### src/rtl/pvid_pkg.sv
package pvid_pkg;

    localparam int DATA_W    = 12;
    localparam int COL_W     = 12;
    localparam int ROW_W     = 12;
    localparam int VB_W      = 16;
    localparam int CNT_W     = VB_W;
    localparam int TROW_W    = ROW_W + 2;
    localparam int EDGE_CLKS = 6;
    localparam int META_ROWS = 2;
    localparam int HB_MIN    = 1;
    localparam int VB_MIN    = 2 * EDGE_CLKS + 1;

    typedef struct packed {
        logic [COL_W-1:0] cols;
        logic [ROW_W-1:0] rows;
        logic [COL_W-1:0] hblank;
        logic [VB_W-1:0]  vblank;
        logic             emb_en;
        logic             stat_en;
        logic             test_en;
    } pvid_cfg_t;

    typedef enum logic [2:0] {
        PH_IDLE = 3'd0,
        PH_LEAD = 3'd1,
        PH_LINE = 3'd2,
        PH_HGAP = 3'd3,
        PH_TAIL = 3'd4
    } pvid_phase_e;

    typedef enum logic [1:0] {
        RK_EMB  = 2'd0,
        RK_IMG  = 2'd1,
        RK_STAT = 2'd2
    } pvid_row_e;

    typedef struct packed {
        logic              fv;
        logic              lv;
        logic [DATA_W-1:0] dat;
    } pvid_beat_t;

    function automatic pvid_cfg_t clamp_cfg(pvid_cfg_t c);
        pvid_cfg_t r;
        r = c;
        if (c.cols == '0)                   r.cols   = COL_W'(1);
        if (c.rows == '0)                   r.rows   = ROW_W'(1);
        if (c.hblank < COL_W'(HB_MIN))      r.hblank = COL_W'(HB_MIN);
        if (c.vblank < VB_W'(VB_MIN))       r.vblank = VB_W'(VB_MIN);
        return r;
    endfunction

    function automatic logic [DATA_W-1:0] meta_word(logic is_stat, logic idx,
                                                    logic [COL_W-1:0] col);
        return {1'b1, is_stat, idx, col[8:0]};
    endfunction

    function automatic logic [DATA_W-1:0] test_word(logic [TROW_W-1:0] arow,
                                                    logic [COL_W-1:0] col);
        return {arow[5:0], col[5:0]};
    endfunction

endpackage

### src/rtl/pvid_cfg.sv
module pvid_cfg
    import pvid_pkg::*;
(
    input  logic      clk,
    input  logic      rst,
    input  logic      load_i,
    input  pvid_cfg_t cfg_i,
    output pvid_cfg_t cfg_o
);

    always_ff @(posedge clk) begin
        if (rst || load_i) begin
            cfg_o <= clamp_cfg(cfg_i);
        end
    end

    // held geometry never carries a value below its floor
    assert_clamp_R12: assert property (@(posedge clk) disable iff (rst)
        (cfg_o.cols != '0) && (cfg_o.rows != '0) &&
        (cfg_o.hblank >= COL_W'(HB_MIN)) && (cfg_o.vblank >= VB_W'(VB_MIN)));

endmodule

### src/rtl/pvid_seq.sv
module pvid_seq
    import pvid_pkg::*;
#(
    parameter int EDGE = EDGE_CLKS,
    parameter int META = META_ROWS
)(
    input  logic               clk,
    input  logic               rst,
    input  pvid_cfg_t          cfg_i,
    output pvid_phase_e        phase_o,
    output logic [CNT_W-1:0]   cnt_o,
    output logic [TROW_W-1:0]  row_o,
    output logic               start_o
);

    localparam logic [CNT_W-1:0] EDGE_LAST = CNT_W'(EDGE - 1);

    logic [TROW_W-1:0] rows_total;
    logic [TROW_W-1:0] row_last;
    logic [CNT_W-1:0]  col_last;
    logic [CNT_W-1:0]  gap_last;
    logic [CNT_W-1:0]  idle_last;

    always_comb begin
        rows_total = TROW_W'(cfg_i.rows)
                   + (cfg_i.emb_en  ? TROW_W'(META) : '0)
                   + (cfg_i.stat_en ? TROW_W'(META) : '0);
        row_last   = rows_total - TROW_W'(1);
        col_last   = CNT_W'(cfg_i.cols) - CNT_W'(1);
        gap_last   = CNT_W'(cfg_i.hblank) - CNT_W'(1);
        idle_last  = CNT_W'(cfg_i.vblank) - CNT_W'(2 * EDGE + 1);
    end

    assign start_o = (phase_o == PH_IDLE) && (cnt_o == idle_last);

    always_ff @(posedge clk) begin
        if (rst) begin
            phase_o <= PH_IDLE;
            cnt_o   <= '0;
            row_o   <= '0;
        end else begin
            case (phase_o)
                PH_IDLE: begin
                    if (cnt_o == idle_last) begin
                        phase_o <= PH_LEAD;
                        cnt_o   <= '0;
                    end else begin
                        cnt_o   <= cnt_o + CNT_W'(1);
                    end
                end
                PH_LEAD: begin
                    if (cnt_o == EDGE_LAST) begin
                        phase_o <= PH_LINE;
                        cnt_o   <= '0;
                        row_o   <= '0;
                    end else begin
                        cnt_o   <= cnt_o + CNT_W'(1);
                    end
                end
                PH_LINE: begin
                    if (cnt_o == col_last) begin
                        phase_o <= (row_o == row_last) ? PH_TAIL : PH_HGAP;
                        cnt_o   <= '0;
                    end else begin
                        cnt_o   <= cnt_o + CNT_W'(1);
                    end
                end
                PH_HGAP: begin
                    if (cnt_o == gap_last) begin
                        phase_o <= PH_LINE;
                        cnt_o   <= '0;
                        row_o   <= row_o + TROW_W'(1);
                    end else begin
                        cnt_o   <= cnt_o + CNT_W'(1);
                    end
                end
                PH_TAIL: begin
                    if (cnt_o == EDGE_LAST) begin
                        phase_o <= PH_IDLE;
                        cnt_o   <= '0;
                    end else begin
                        cnt_o   <= cnt_o + CNT_W'(1);
                    end
                end
                default: begin
                    phase_o <= PH_IDLE;
                    cnt_o   <= '0;
                end
            endcase
        end
    end

    // the lead window ends after exactly EDGE clocks and opens a row
    assert_lead_len_R1: assert property (@(posedge clk) disable iff (rst)
        (phase_o == PH_LEAD && cnt_o == EDGE_LAST) |=> (phase_o == PH_LINE && cnt_o == '0));

    // the lag window ends after exactly EDGE clocks
    assert_lag_len_R2: assert property (@(posedge clk) disable iff (rst)
        (phase_o == PH_TAIL && cnt_o == EDGE_LAST) |=> (phase_o == PH_IDLE));

    // the lag window only follows a row that is the last of the frame
    assert_tail_after_last_R3: assert property (@(posedge clk) disable iff (rst)
        $rose(phase_o == PH_TAIL) |-> ($past(row_o) == row_last));

endmodule

### src/rtl/pvid_beat.sv
module pvid_beat
    import pvid_pkg::*;
#(
    parameter int META = META_ROWS
)(
    input  pvid_phase_e        phase_i,
    input  logic [CNT_W-1:0]   cnt_i,
    input  logic [TROW_W-1:0]  row_i,
    input  pvid_cfg_t          cfg_i,
    input  logic [DATA_W-1:0]  pix_i,
    output pvid_beat_t         beat_o,
    output logic               rd_o
);

    logic [TROW_W-1:0] pre_rows;
    logic [TROW_W-1:0] img_end;
    logic [TROW_W-1:0] img_row;
    logic [TROW_W-1:0] stat_row;
    logic [COL_W-1:0]  col;
    pvid_row_e         kind;
    logic              in_line;

    always_comb begin
        pre_rows = cfg_i.emb_en ? TROW_W'(META) : '0;
        img_end  = pre_rows + TROW_W'(cfg_i.rows);
        img_row  = row_i - pre_rows;
        stat_row = row_i - img_end;
        col      = cnt_i[COL_W-1:0];
        in_line  = (phase_i == PH_LINE);

        if (row_i < pre_rows)     kind = RK_EMB;
        else if (row_i < img_end) kind = RK_IMG;
        else                      kind = RK_STAT;

        beat_o.fv  = (phase_i == PH_LEAD) || (phase_i == PH_LINE) ||
                     (phase_i == PH_HGAP) || (phase_i == PH_TAIL);
        beat_o.lv  = in_line;
        beat_o.dat = '0;
        rd_o       = 1'b0;

        if (in_line) begin
            case (kind)
                RK_EMB:  beat_o.dat = meta_word(1'b0, row_i[0], col);
                RK_STAT: beat_o.dat = meta_word(1'b1, stat_row[0], col);
                default: begin
                    if (cfg_i.test_en) begin
                        beat_o.dat = test_word(img_row, col);
                    end else begin
                        beat_o.dat = pix_i;
                        rd_o       = 1'b1;
                    end
                end
            endcase
        end
    end

endmodule

### src/rtl/pvid_timing.sv
module pvid_timing
    import pvid_pkg::*;
#(
    parameter int EDGE = EDGE_CLKS,
    parameter int META = META_ROWS
)(
    input  logic              clk,
    input  logic              rst,
    input  logic              par_en_i,
    input  logic              oe_n_i,
    input  logic [COL_W-1:0]  cfg_cols_i,
    input  logic [ROW_W-1:0]  cfg_rows_i,
    input  logic [COL_W-1:0]  cfg_hblank_i,
    input  logic [VB_W-1:0]   cfg_vblank_i,
    input  logic              cfg_emb_en_i,
    input  logic              cfg_stat_en_i,
    input  logic              cfg_test_en_i,
    input  logic [DATA_W-1:0] pix_i,
    output logic              pix_rd_o,
    output logic              pix_clk_o,
    output logic              fv_o,
    output logic              lv_o,
    output logic [DATA_W-1:0] dat_o,
    output logic              drv_en_o
);

    pvid_cfg_t         cfg_in;
    pvid_cfg_t         cfg_q;
    pvid_phase_e       phase;
    logic [CNT_W-1:0]  cnt;
    logic [TROW_W-1:0] row;
    logic              frame_start;
    pvid_beat_t        beat_d;
    pvid_beat_t        beat_q;
    logic              drv_d;
    logic              drv_q;

    always_comb begin
        cfg_in.cols    = cfg_cols_i;
        cfg_in.rows    = cfg_rows_i;
        cfg_in.hblank  = cfg_hblank_i;
        cfg_in.vblank  = cfg_vblank_i;
        cfg_in.emb_en  = cfg_emb_en_i;
        cfg_in.stat_en = cfg_stat_en_i;
        cfg_in.test_en = cfg_test_en_i;
    end

    pvid_cfg u_cfg (
        .clk    (clk),
        .rst    (rst),
        .load_i (frame_start),
        .cfg_i  (cfg_in),
        .cfg_o  (cfg_q)
    );

    pvid_seq #(.EDGE(EDGE), .META(META)) u_seq (
        .clk     (clk),
        .rst     (rst),
        .cfg_i   (cfg_q),
        .phase_o (phase),
        .cnt_o   (cnt),
        .row_o   (row),
        .start_o (frame_start)
    );

    pvid_beat #(.META(META)) u_beat (
        .phase_i (phase),
        .cnt_i   (cnt),
        .row_i   (row),
        .cfg_i   (cfg_q),
        .pix_i   (pix_i),
        .beat_o  (beat_d),
        .rd_o    (pix_rd_o)
    );

    assign drv_d = par_en_i & ~oe_n_i;

    always_ff @(posedge clk) begin
        if (rst) begin
            beat_q <= '0;
            drv_q  <= 1'b0;
        end else begin
            beat_q <= drv_d ? beat_d : '0;
            drv_q  <= drv_d;
        end
    end

    assign fv_o      = beat_q.fv;
    assign lv_o      = beat_q.lv;
    assign dat_o     = beat_q.dat;
    assign drv_en_o  = drv_q;
    assign pix_clk_o = drv_q & ~clk;

    // a line never appears outside its frame
    assert_lv_in_fv_R3: assert property (@(posedge clk) disable iff (rst)
        lv_o |-> fv_o);

    // disabled or not output-enabled means a silent bus on the next clock
    assert_quiet_when_off_R10: assert property (@(posedge clk) disable iff (rst)
        (oe_n_i || !par_en_i) |=> (!fv_o && !lv_o && dat_o == '0 && !drv_en_o));

    // held configuration only moves on a frame start
    assert_cfg_hold_R11: assert property (@(posedge clk) disable iff (rst)
        !frame_start |=> $stable(cfg_q));

    // every stream read shows up as a line-valid word when driven
    assert_read_to_line_R7: assert property (@(posedge clk) disable iff (rst)
        (pix_rd_o && drv_d) |=> lv_o);

endmodule

### config.mk
export PLATFORM = sky130hd
export DESIGN_NAME = pvid_timing
export DESIGN_NICKNAME = d
export VERILOG_FILES = /design/src/rtl/pvid_pkg.sv /design/src/rtl/pvid_cfg.sv /design/src/rtl/pvid_seq.sv /design/src/rtl/pvid_beat.sv /design/src/rtl/pvid_timing.sv
export SDC_FILE = /design/constraint.sdc
export NUM_CORES = 1
export LEC_CHECK = 0
export BUFFER_PORTS_ARGS = -buffer_cell sky130_fd_sc_hd__buf_2
export CORE_ASPECT_RATIO = 0.5
export CORE_MARGIN = 4
export CORE_UTILIZATION = 46
export DETAILED_ROUTE_END_ITERATION = 6
export PLACE_DENSITY = 0.74
export SYNTH_ARGS = -nofsm -noshare
export SYNTH_HDL_FRONTEND = slang
export SYNTH_SLANG_ARGS = --single-unit
export TNS_END_PERCENT = 20
### constraint.sdc
create_clock -name clk -period 6.1 [get_ports clk]
set_input_delay 1.525 -clock clk [delete_from_list [all_inputs] [get_ports clk]]
set_output_delay 1.525 -clock clk [all_outputs]
set_load 0.05 [all_outputs]
After elaboration in Yosys (flattened, before gate mapping) --
Index checks and enable logic that the tools add are counted.
Operators by class: add/sub/neg operators 10, $lt $le $gt $ge 4, equality and inequality tests 15, muxes and demuxes 24, bitwise gates (word level) 6, reductions and logical operators 16
Operators with widths (count):
- $mux W16 | 4
- $pmux W16 S4 | 1
- $eq A16 B16 Y1 | 3
- $mux W14 | 2
- $pmux W14 S2 | 1
- $sub A12 B1 Y13 const B | 2
- $logic_not A12 Y1 | 2
- $pmux W12 S2 | 1
- $mux W3 | 6
- $add A16 B1 Y16 const B | 1
- $eq A16 B3 Y1 const B | 1
- $lt A16 B4 Y1 const B | 1
- $sub A16 B4 Y16 const B | 1
- $pmux W3 S5 | 1
- $add A14 B1 Y14 const B | 1
- $add A14 B2 Y14 | 1
- $eq A14 B14 Y1 | 1
- $lt A14 B14 Y1 | 1
- $lt A14 B2 Y1 | 1
- $sub A14 B1 Y14 const B | 1
- $add A2 B12 Y13 | 1
- $lt A12 B1 Y1 const B | 1
- $mux W12 | 1
- $ne A2 B2 Y1 const B | 5
- 19 further kinds | 34
Storage, ports and cells: flip-flop bits (word level) 103, bits of input ports 71, output and inout bits 17

Logic depth before layout (Yosys ltp) --
Gate-level depths: netlist (run 1).
depth in word-level cells 9, gate-level depth with buffers 16

Hierarchy --
Synthesis (run 1) repeated with hierarchy kept, for this count alone.
Unflattened totals: cells, all modules 839, area total of the unflattened synthesis 7465.9 µm²
By module, submodules not included:
- pvid_seq | instances 1, cells an instance 546, area each 4026.4 µm²
- pvid_cfg | instances 1, cells an instance 125, area each 2000.7 µm²
- pvid_beat | instances 1, cells an instance 134, area each 944.7 µm²
- pvid_timing | instances 1, cells an instance 34, area each 494.2 µm²

==> results of run 1 <==
==> cell type report <==
type                       instances  area (um2)
inverter                          42         158
sequential                       103        2610
multi-input combinational        681        4590
timing repair buffer              94         490
clock buffer                      14         319
fill                            1512        7970
tap                              227         284
clock inverter                     6        51.3
==> flip-flops by register name (all words and copies together) (netlist names) <==
register	flops
u_seq.row_o	14
u_cfg.cfg_o	55
fv_o	1
drv_en_o	1
lv_o	1
u_seq.phase_o	3
u_seq.cnt_o	16
dat_o	12
==> cells in the mapped netlist (4+ instances only) <==
library cell   n
a211oi_1      13
a21o_1         6
a21oi_1       41
a221oi_1       4
a311o_1        5
a31o_2         6
a31oi_1        9
a41o_1         7
and2_1         9
and3_1        13
buf_2          5
buf_4          4
buf_6          4
clkbuf_1      86
dfxtp_1       48
edfxtp_1      55
ha_1          24
inv_1         42
mux2_2         4
mux2i_1       16
nand2_1       57
nand2b_1      15
nand3_1       36
nand3b_1       6
nand4_1       18
nor2_1        71
nor2b_1        8
nor3_1        33
nor3b_1        5
nor4_1        28
o211ai_1      13
o21ai_0       39
o31ai_1       16
or2_2          4
or3_1          5
or4_1          9
xnor2_1       67
xor2_1        28
==> logic make-up after synthesis <==
logic type,Yosys count
compound gates,199
simple gates,341
mux,20
xor+xnor,95
flops,103
fa+ha+maj,26
buf+inv,144
==> power by group <==
group | internal [W] | total [W] | switching (W) | leakage [nW]
sequential | 0.000758 | 0.000802 | 0.0000440 | 0.926
clock | 0.000380 | 0.000672 | 0.000293 | 0.190
combinational | 0.000119 | 0.000281 | 0.000161 | 2.14
==> worst min-delay path by stage <==
stage	startpoint	endpoint	slack, ps
CTS	u_seq.row_o[0]	u_seq.row_o[0]	560
floorplan	u_seq.row_o[0]	u_seq.row_o[0]	480
finish	u_seq.row_o[0]	u_seq.row_o[0]	550
global placement	u_seq.row_o[0]	u_seq.row_o[0]	530
global route	u_seq.row_o[0]	u_seq.row_o[0]	580
detailed placement	u_seq.row_o[0]	u_seq.row_o[0]	550
==> stage by stage <==
stage	area, um2	util (%)
2_1_floorplan	7780	-
3_3_place_gp	8140	49.4
3_5_place_dp	8140	49.4
4_1_cts	8500	51.6
5_1_grt	8500	51.6
6_report	8500	51.6
==> metal layers <==
metal	global-route usage, %	wire length, um	vias up
li1	-	-	3371
met1	26.3	8740	3332
met2	34.8	9550	230
met3	3.44	935	29
met4	6.07	306	0
met5	0	0	-
==> worst reg2reg max path, cell delays in order, from the launching register on <==
cell and delay, ps:
edfxtp_1 750, nand4_1 510, or4_1 670, and2_1 220, ha_1 370, xor2_1 350, or2_2 190, a31oi_1 80
o211ai_1 230, nand4b_1 120, nor4_1 190, o2111ai_1 260, nor4b_1 360, o21ai_0 150
==> results.json, run 1 <==
{
  "postCtsSetupRepairBufs": 0,
  "nets": 1031,
  "slew_violations": 0,
  "clk_latency_ps": 460,
  "endpoint_kind": "primary output",
  "status": "complete, no violations",
  "cts_resized": 0,
  "max_slew_margin_pct": 35.3,
  "ys_warn_count": 0,
  "fin_crit_sh_pct": 91.6,
  "grt_antenna_before_repair": 0,
  "finClkSkew_ps": 7.89,
  "routedWlPerCell_um": 16.7,
  "min_path_cells": 2,
  "layout_commonest_cell": "buf_2",
  "critPathMaxStageDelay_ps": 430,
  "rsz0062_at_grt": "no",
  "ys_ff_latch": 103,
  "worst_pin_slew_ps": 967,
  "ant_nets": 0,
  "vdd_drop_max_mv": 0.140,
  "area_delta_synth_final_pct": 9.28,
  "synth_area_um2": 7780,
  "p_per_area_nw_per_um2": 206,
  "stdcell_count": 1167,
  "grt_max_degree": 28,
  "crit_fanout": 6,
  "startpoint": "u_cfg.cfg_o[2]",
  "async_flop_share_pct": 0,
  "synthCells": 928,
  "via_per_inst": 5.97,
  "synthMuxAreaShare_pct": 2.64,
  "synth-simple-area-share_pct": 23.5,
  "cpMaxStageDelayCell": "edfxtp_1",
  "worstSetupPathType": "flip-flop to primary output",
  "place_inst": 1148,
  "fmax_mhz": 179,
  "fin_crit_ps": 5590,
  "clk_pin_slew_worst_paths_ps": 70,
  "yosys-top-cells-area": "edfxtp_1 (21%), dfxtp_1 (12%), xnor2_1 (7.5%)",
  "setup_viol": 0,
  "setup_tns_ps": 0,
  "final_layout_size_suffix_gt1_share_pct": 15.2,
  "finalPower_w": 0.00176,
  "synth_enable_flop_cells": 55,
  "reg2reg_depth": 13,
  "hp-class": "flip-flop to flip-flop",
  "gr-total-overflow": 0,
  "core-area_um2": 16500,
  "initial_core_util_pct": 47.2,
  "endpoint": "pix_rd_o",
  "synthAdderAreaFrac_pct": 4.25,
  "timing.hold.ws_ps": 546,
  "die_area_um2": 19200,
  "cp_num_cells": 12,
  "drt_pre_antenna_iters": 6,
  "path_cells": "ha_1 -> xnor2_1 -> ha_1 -> a21oi_1 -> nand2_1 -> o31ai_1 -> o31ai_1 -> a221oi_1 -> o31ai_1 -> a211oi_4 -> nor3b_1 -> buf_2",
  "arrival_ps": 4060,
  "cp_top_family": "compound AO/OA/AOI/OAI gates",
  "synth_area_leader_cell": "edfxtp_1",
  "synth_fp_nets": 1024,
  "cpMostUsedCell": "o31ai_1",
  "reg2reg_slack_ps": 1530,
  "grt_pass1_wl_um": 31700,
  "ys_seq_area_share_pct": 33.6,
  "maxCapViolations": 0,
  "drc": 0,
  "leakage_nw": 3.25,
  "crit_path_start_kind": "flip-flop",
  "ctsHoldBuffers": 0,
  "die_w_um": 192,
  "num_antenna_cells": 0,
  "initialDrtViolationCount": 582,
  "timing.final.ws_setup_ps": 511,
  "synth_compound_area_share_pct": 17.8,
  "reg2reg_to": "u_seq.phase_o[0]",
  "ys_dominant_reg_cell": "edfxtp_1",
  "cts_tree": "done",
  "place_ws_ps": 1030,
  "grt_pass1_vias": 6449,
  "synth_cell_types": 82,
  "gp_congestion": 0.927,
  "mostFrequentLayoutCells": "buf_2 (87), nor2_1 (71), xnor2_1 (67)",
  "io_buffer_count": 87,
  "postSynthAreaPerCell_um2": 8.38,
  "ios": 88,
  "finalHoldViolCount": 0,
  "synth_xor_area_share_pct": 10.7,
  "synth_top_family_by_area": "simple AND/OR/NAND/NOR gates",
  "num_vias": 6962,
  "required_ps": 4580,
  "row_count": 33,
  "track_usage_pct": 20.2,
  "wl_um": 19500,
  "die-height_um": 100,
  "cp_num_buf_inv": 1,
  "r2r-start": "u_cfg.cfg_o[34]",
  "synth_top_cell_area_share_pct": 21.2,
  "dp_hpwl_um": 14500
}
No activity file was read; power rests on OpenSTA's default activity.
==> run 2: changes to the inputs <==
BUFFER_PORTS_ARGS = -buffer_cell sky130_fd_sc_hd__buf_4   (was -buffer_cell sky130_fd_sc_hd__buf_2)
SYNTH_HIERARCHICAL = 1   (was unset)
==> results.json, run 2 <==
{
  "rsz0062_at_grt": "no",
  "worstSetupPathType": "clock port to primary output",
  "async_flop_share_pct": 0,
  "synth_area_leader_cell": "edfxtp_1",
  "ys_ff_latch": 103,
  "p_seq_share_pct": 42.8,
  "worst_pin_slew_ps": 860,
  "max_slew_margin_pct": 42.7,
  "ys_dominant_reg_cell": "edfxtp_1",
  "postSynthAreaPerCell_um2": 8.90,
  "grt_antenna_before_repair": 0,
  "finalPower_w": 0.00198,
  "leakage_nw": 3.13,
  "arrival_ps": 3590,
  "required_ps": 4580,
  "synth_area_um2": 7470,
  "maxCapViolations": 0,
  "swShare_pct": 30.5,
  "gr-total-overflow": 0,
  "synth_fp_nets": 948,
  "finClkSkew_ps": 14.3,
  "via_per_inst": 5.99,
  "mostFrequentLayoutCells": "buf_4 (89), nor2_1 (66), xnor2_1 (59)",
  "cts_resized": 0,
  "ctsHoldBuffers": 0,
  "r2r-start": "u_cfg/cfg_o[7]",
  "setup_tns_ps": 0,
  "drc": 0,
  "hp-class": "flip-flop to flip-flop",
  "io_buffer_count": 87,
  "die-height_um": 98.1,
  "postCtsSetupRepairBufs": 0,
  "largest_register_ffs": 55,
  "endpoint_kind": "primary output",
  "setup_viol": 0,
  "reg2reg_depth": 9,
  "timing.final.ws_setup_ps": 981,
  "core-area_um2": 15700,
  "initialDrtViolationCount": 568,
  "die_area_um2": 18500,
  "startpoint": "clk",
  "track_usage_pct": 20.2,
  "initial_core_util_pct": 47.7,
  "final_layout_size_suffix_gt1_share_pct": 15.6,
  "routedWlPerCell_um": 17.3,
  "hp-start": "u_seq/row_o[12]",
  "synth_cell_types": 85,
  "layout_commonest_cell": "buf_4",
  "row_count": 32,
  "cts_tree": "done",
  "clk_latency_ps": 460,
  "grt_pass1_vias": 6241,
  "final_util_pct": 53.8,
  "num_vias": 6526,
  "status": "complete, no violations",
  "nets": 972,
  "gp_congestion": 0.899,
  "ys_seq_area_share_pct": 35.0,
  "clk_pin_slew_worst_paths_ps": 70,
  "wl_um": 18800,
  "p_per_area_nw_per_um2": 235,
  "power.switching_w": 0.000604,
  "crit_path_start_kind": "clock port",
  "p_comb_share_pct": 24.0,
  "yosys-top-cells-area": "edfxtp_1 (22%), dfxtp_1 (13%), xnor2_1 (6.9%)",
  "p_clk_share_pct": 33.1,
  "top_regs": "u_cfg/cfg_o x55, u_seq/cnt_o x16, u_seq/row_o x14",
  "crit_fanout": 2,
  "ys_warn_count": 6,
  "grt_max_degree": 56,
  "drt_pre_antenna_iters": 5,
  "num_antenna_cells": 0,
  "ant_nets": 0,
  "die_w_um": 188,
  "slew_violations": 0,
  "synth_top_cell_area_share_pct": 22.1,
  "synth_commonest_cells": "clkbuf_1 (66), nor2_1 (66), xnor2_1 (59), edfxtp_1 (55), dfxtp_1 (48)",
  "dp_hpwl_um": 13700,
  "grt_pass1_wl_um": 30500,
  "ios": 88,
  "place_ws_ps": 1240,
  "largest_register": "u_cfg/cfg_o",
  "synthCells": 839,
  "power.internal_w": 0.00137,
  "area_delta_synth_final_pct": 12.9,
  "min_path_cells": 2,
  "synth_enable_flop_cells": 55,
  "vdd_drop_max_mv": 0.129,
  "fillers": 1400,
  "finalHoldViolCount": 0
}
==> run 2: final cells by class <==
cell class	count	area [um2]	share of cell area [%]
Multi-Input combinational cell	617	4360	51.7
Inverter	40	150	1.78
Tap cell	221	277	3.28
Sequential cell	103	2610	31.0
Clock buffer	15	337	3.99
Timing Repair Buffer	88	661	7.84
Clock inverter	5	31.3	0.371
==> run 2: cell families (layout without fill, tap and decap cells) <==
family                     after synthesis  in the layout  share of synthesized area, %
and+or+nand+nor                        309            309                          23.7
AOI/OAI and AO/OA                      161            161                          15.1
muxes                                    7              7                         0.972
buffers and inverters                  119            148                          6.64
adders and majority gates               38             38                          6.47
DFF                                    103            103                          35.0
xor gates and xnor gates               102            102                          12.2
==> run 2: final timing paths <==
kind              slack, ps              end
hold reg to reg         560  u_seq/row_o[12]
hold / removal          560  u_seq/row_o[12]
setup / recovery        980        pix_clk_o
setup reg to reg       2400  u_cfg/cfg_o[42]
==> run 2: stage by stage <==
| stage | hold WS [ps] | instances | instance area [um2] |
|---|---|---|---|
| floorplan | 495 | 839 | 7470 |
| global placement | 529 | 1070 | 8070 |
| detailed placement | 548 | 1070 | 8070 |
| CTS | 558 | 1089 | 8430 |
| global route | 609 | 1089 | 8430 |
| finish | 557 | 1089 | 8430 |
==> run 2: routing by layer <==
| metal | vias to the layer above | track usage [%] | wire (um) | part of all wire (%) |
|---|---|---|---|---|
| li1 | 3113 | - | - | - |
| met1 | 3138 | 24.6 | 7950 | 42 |
| met2 | 232 | 34.6 | 9110 | 48 |
| met3 | 43 | 4.89 | 1220 | 6.5 |
| met4 | 0 | 8.51 | 508 | 2.7 |
| met5 | - | 0 | 0 | 0 |
==> run 2: worst max-delay path, stage by stage <==
cell and delay [ps]:
clkbuf_16 120, clkbuf_16 130, nor2b_1 90, buf_4 200
==> run 2: power by group through the flow <==
stage	Sequential (W)	Combinational (W)	Clock [W]
2_1_floorplan	0.000837	0.000365	0.00000418
3_3_place_gp	0.000858	0.000450	0.00000564
3_5_place_dp	0.000862	0.000462	0.00000564
4_1_cts	0.000847	0.000468	0.000668
5_1_grt	0.000856	0.000522	0.000698
6_report	0.000847	0.000475	0.000656
==> run 3: changes to the inputs <==
PLACE_DENSITY = 0.71   (was 0.74)
clock period = 5.1 ns   (was 6.1 ns; I/O delays follow)
==> results.json, run 3 (synthesis gave the netlist of run 2 again) <==
{
  "drc": 0,
  "postCtsSetupRepairBufs": 0,
  "wl_um": 18300,
  "path_cells": "and3_1 -> and3_1 -> nand3_1 -> xor2_1 -> ha_1 -> a21o_1 -> a211oi_1 -> o211ai_1 -> nor4_1 -> buf_4",
  "min_path_cells": 2,
  "largest_register_ffs": 55,
  "clk_latency_ps": 460,
  "p_per_area_nw_per_um2": 278,
  "die-height_um": 98.1,
  "routedWlPerCell_um": 16.7,
  "num_antenna_cells": 0,
  "cp_num_cells": 10,
  "nets": 975,
  "leakage_nw": 3.14,
  "ctsHoldBuffers": 0,
  "row_count": 32,
  "cpMaxStageDelayCell": "edfxtp_1",
  "place_inst": 1073,
  "clk_pin_slew_worst_paths_ps": 70,
  "layout_commonest_cell": "buf_4",
  "worstSetupPathType": "flip-flop to primary output",
  "reg2reg_depth": 9,
  "status": "complete, no violations",
  "grt_antenna_before_repair": 0,
  "fin_crit_sh_pct": 90.9,
  "cts_tree": "done",
  "die_area_um2": 18500,
  "via_per_inst": 5.84,
  "num_vias": 6382,
  "initial_core_util_pct": 47.7,
  "maxCapViolations": 0,
  "crit_fanout": 6,
  "vdd_drop_max_mv": 0.159,
  "required_ps": 3830,
  "critPathMaxStageDelay_ps": 450,
  "grt_pass1_vias": 6234,
  "core-area_um2": 15700,
  "area_delta_synth_final_pct": 13.1,
  "timing.final.ws_setup_ps": 465,
  "setup_viol": 0,
  "fin_crit_ps": 4630,
  "final_layout_size_suffix_gt1_share_pct": 15.8,
  "gp_congestion": 0.898,
  "gr-total-overflow": 0,
  "hp-class": "flip-flop to flip-flop",
  "dp_hpwl_um": 13700,
  "arrival_ps": 3360,
  "io_buffer_count": 87,
  "ios": 88,
  "drt_pre_antenna_iters": 5,
  "cts_resized": 0,
  "fillers": 1405,
  "mostFrequentLayoutCells": "buf_4 (92), nor2_1 (66), xnor2_1 (59)",
  "ant_nets": 0,
  "largest_register": "u_cfg/cfg_o",
  "finClkSkew_ps": 12.5,
  "track_usage_pct": 20.0,
  "fmax_mhz": 216,
  "top_regs": "u_cfg/cfg_o x55, u_seq/cnt_o x16, u_seq/row_o x14",
  "max_slew_margin_pct": 50.4,
  "cpMostUsedCell": "and3_1",
  "rsz0062_at_grt": "no",
  "grt_pass1_wl_um": 30400,
  "die_w_um": 188,
  "initialDrtViolationCount": 594,
  "grt_max_degree": 27,
  "stdcell_count": 1092,
  "crit_path_start_kind": "flip-flop",
  "cp_num_buf_inv": 1,
  "endpoint_kind": "primary output",
  "place_ws_ps": 977,
  "cp_top_family": "simple AND/OR/NAND/NOR gates",
  "setup_tns_ps": 0,
  "worst_pin_slew_ps": 737,
  "finalHoldViolCount": 0,
  "slew_violations": 0
}
[run 3: stage by stage]
stage / area, um2 / total power (W) / util (%) / hold WS [ps]
3_5_place_dp: 8090 / 0.00159 / 51.7 / 548
2_1_floorplan: 7470 / 0.00144 / - / 495
3_3_place_gp: 8090 / 0.00157 / 51.7 / 542
5_1_grt: 8440 / 0.00247 / 53.9 / 607
6_report: 8440 / 0.00235 / 53.9 / 566
4_1_cts: 8440 / 0.00235 / 53.9 / 559
[run 3: final cells by class]
class	count	area, um2	share of cell area [%]
multi-input combinational	617	4360	51.6
inverter	40	150	1.78
sequential	103	2610	30.9
clock inverter	6	42.5	0.504
timing repair buffer	91	683	8.09
clock buffer	14	322	3.81
tap	221	277	3.27
[run 3: power breakdown]
group / switching [W] / leakage (nW) / internal [W]
clock network: 0.000327 / 0.183 / 0.000448
logic: 0.000310 / 2.03 / 0.000252
registers: 0.0000836 / 0.926 / 0.000929
[run 3: final timing paths]
| check | start | to | slack [ps] |
|---|---|---|---|
| min | u_seq/row_o[12] | u_seq/row_o[12] | 570 |
| max | u_cfg/cfg_o[33] | pix_rd_o | 470 |
| max reg2reg | u_cfg/cfg_o[7] | u_cfg/cfg_o[22] | 1360 |
| min reg2reg | u_seq/row_o[12] | u_seq/row_o[12] | 570 |
[run 3: routing by layer]
metal / vias to the layer above / wire [um] / GRT usage (%)
li1: 3115 / - / -
met4: 0 / 332 / 7.55
met5: - / 0 / 0
met2: 186 / 8770 / 33.1
met3: 32 / 879 / 3.71
met1: 3049 / 8290 / 26.3
[run 3: worst register-to-register path: stages (launching register included)]
cell and delay [ps]:
edfxtp_1 520, or4_1 620, nor4b_1 640, xor2_1 190, nand3_1 130, nor3_1 160
nand3_1 90, nor3_1 180, or2_2 530, buf_4 360
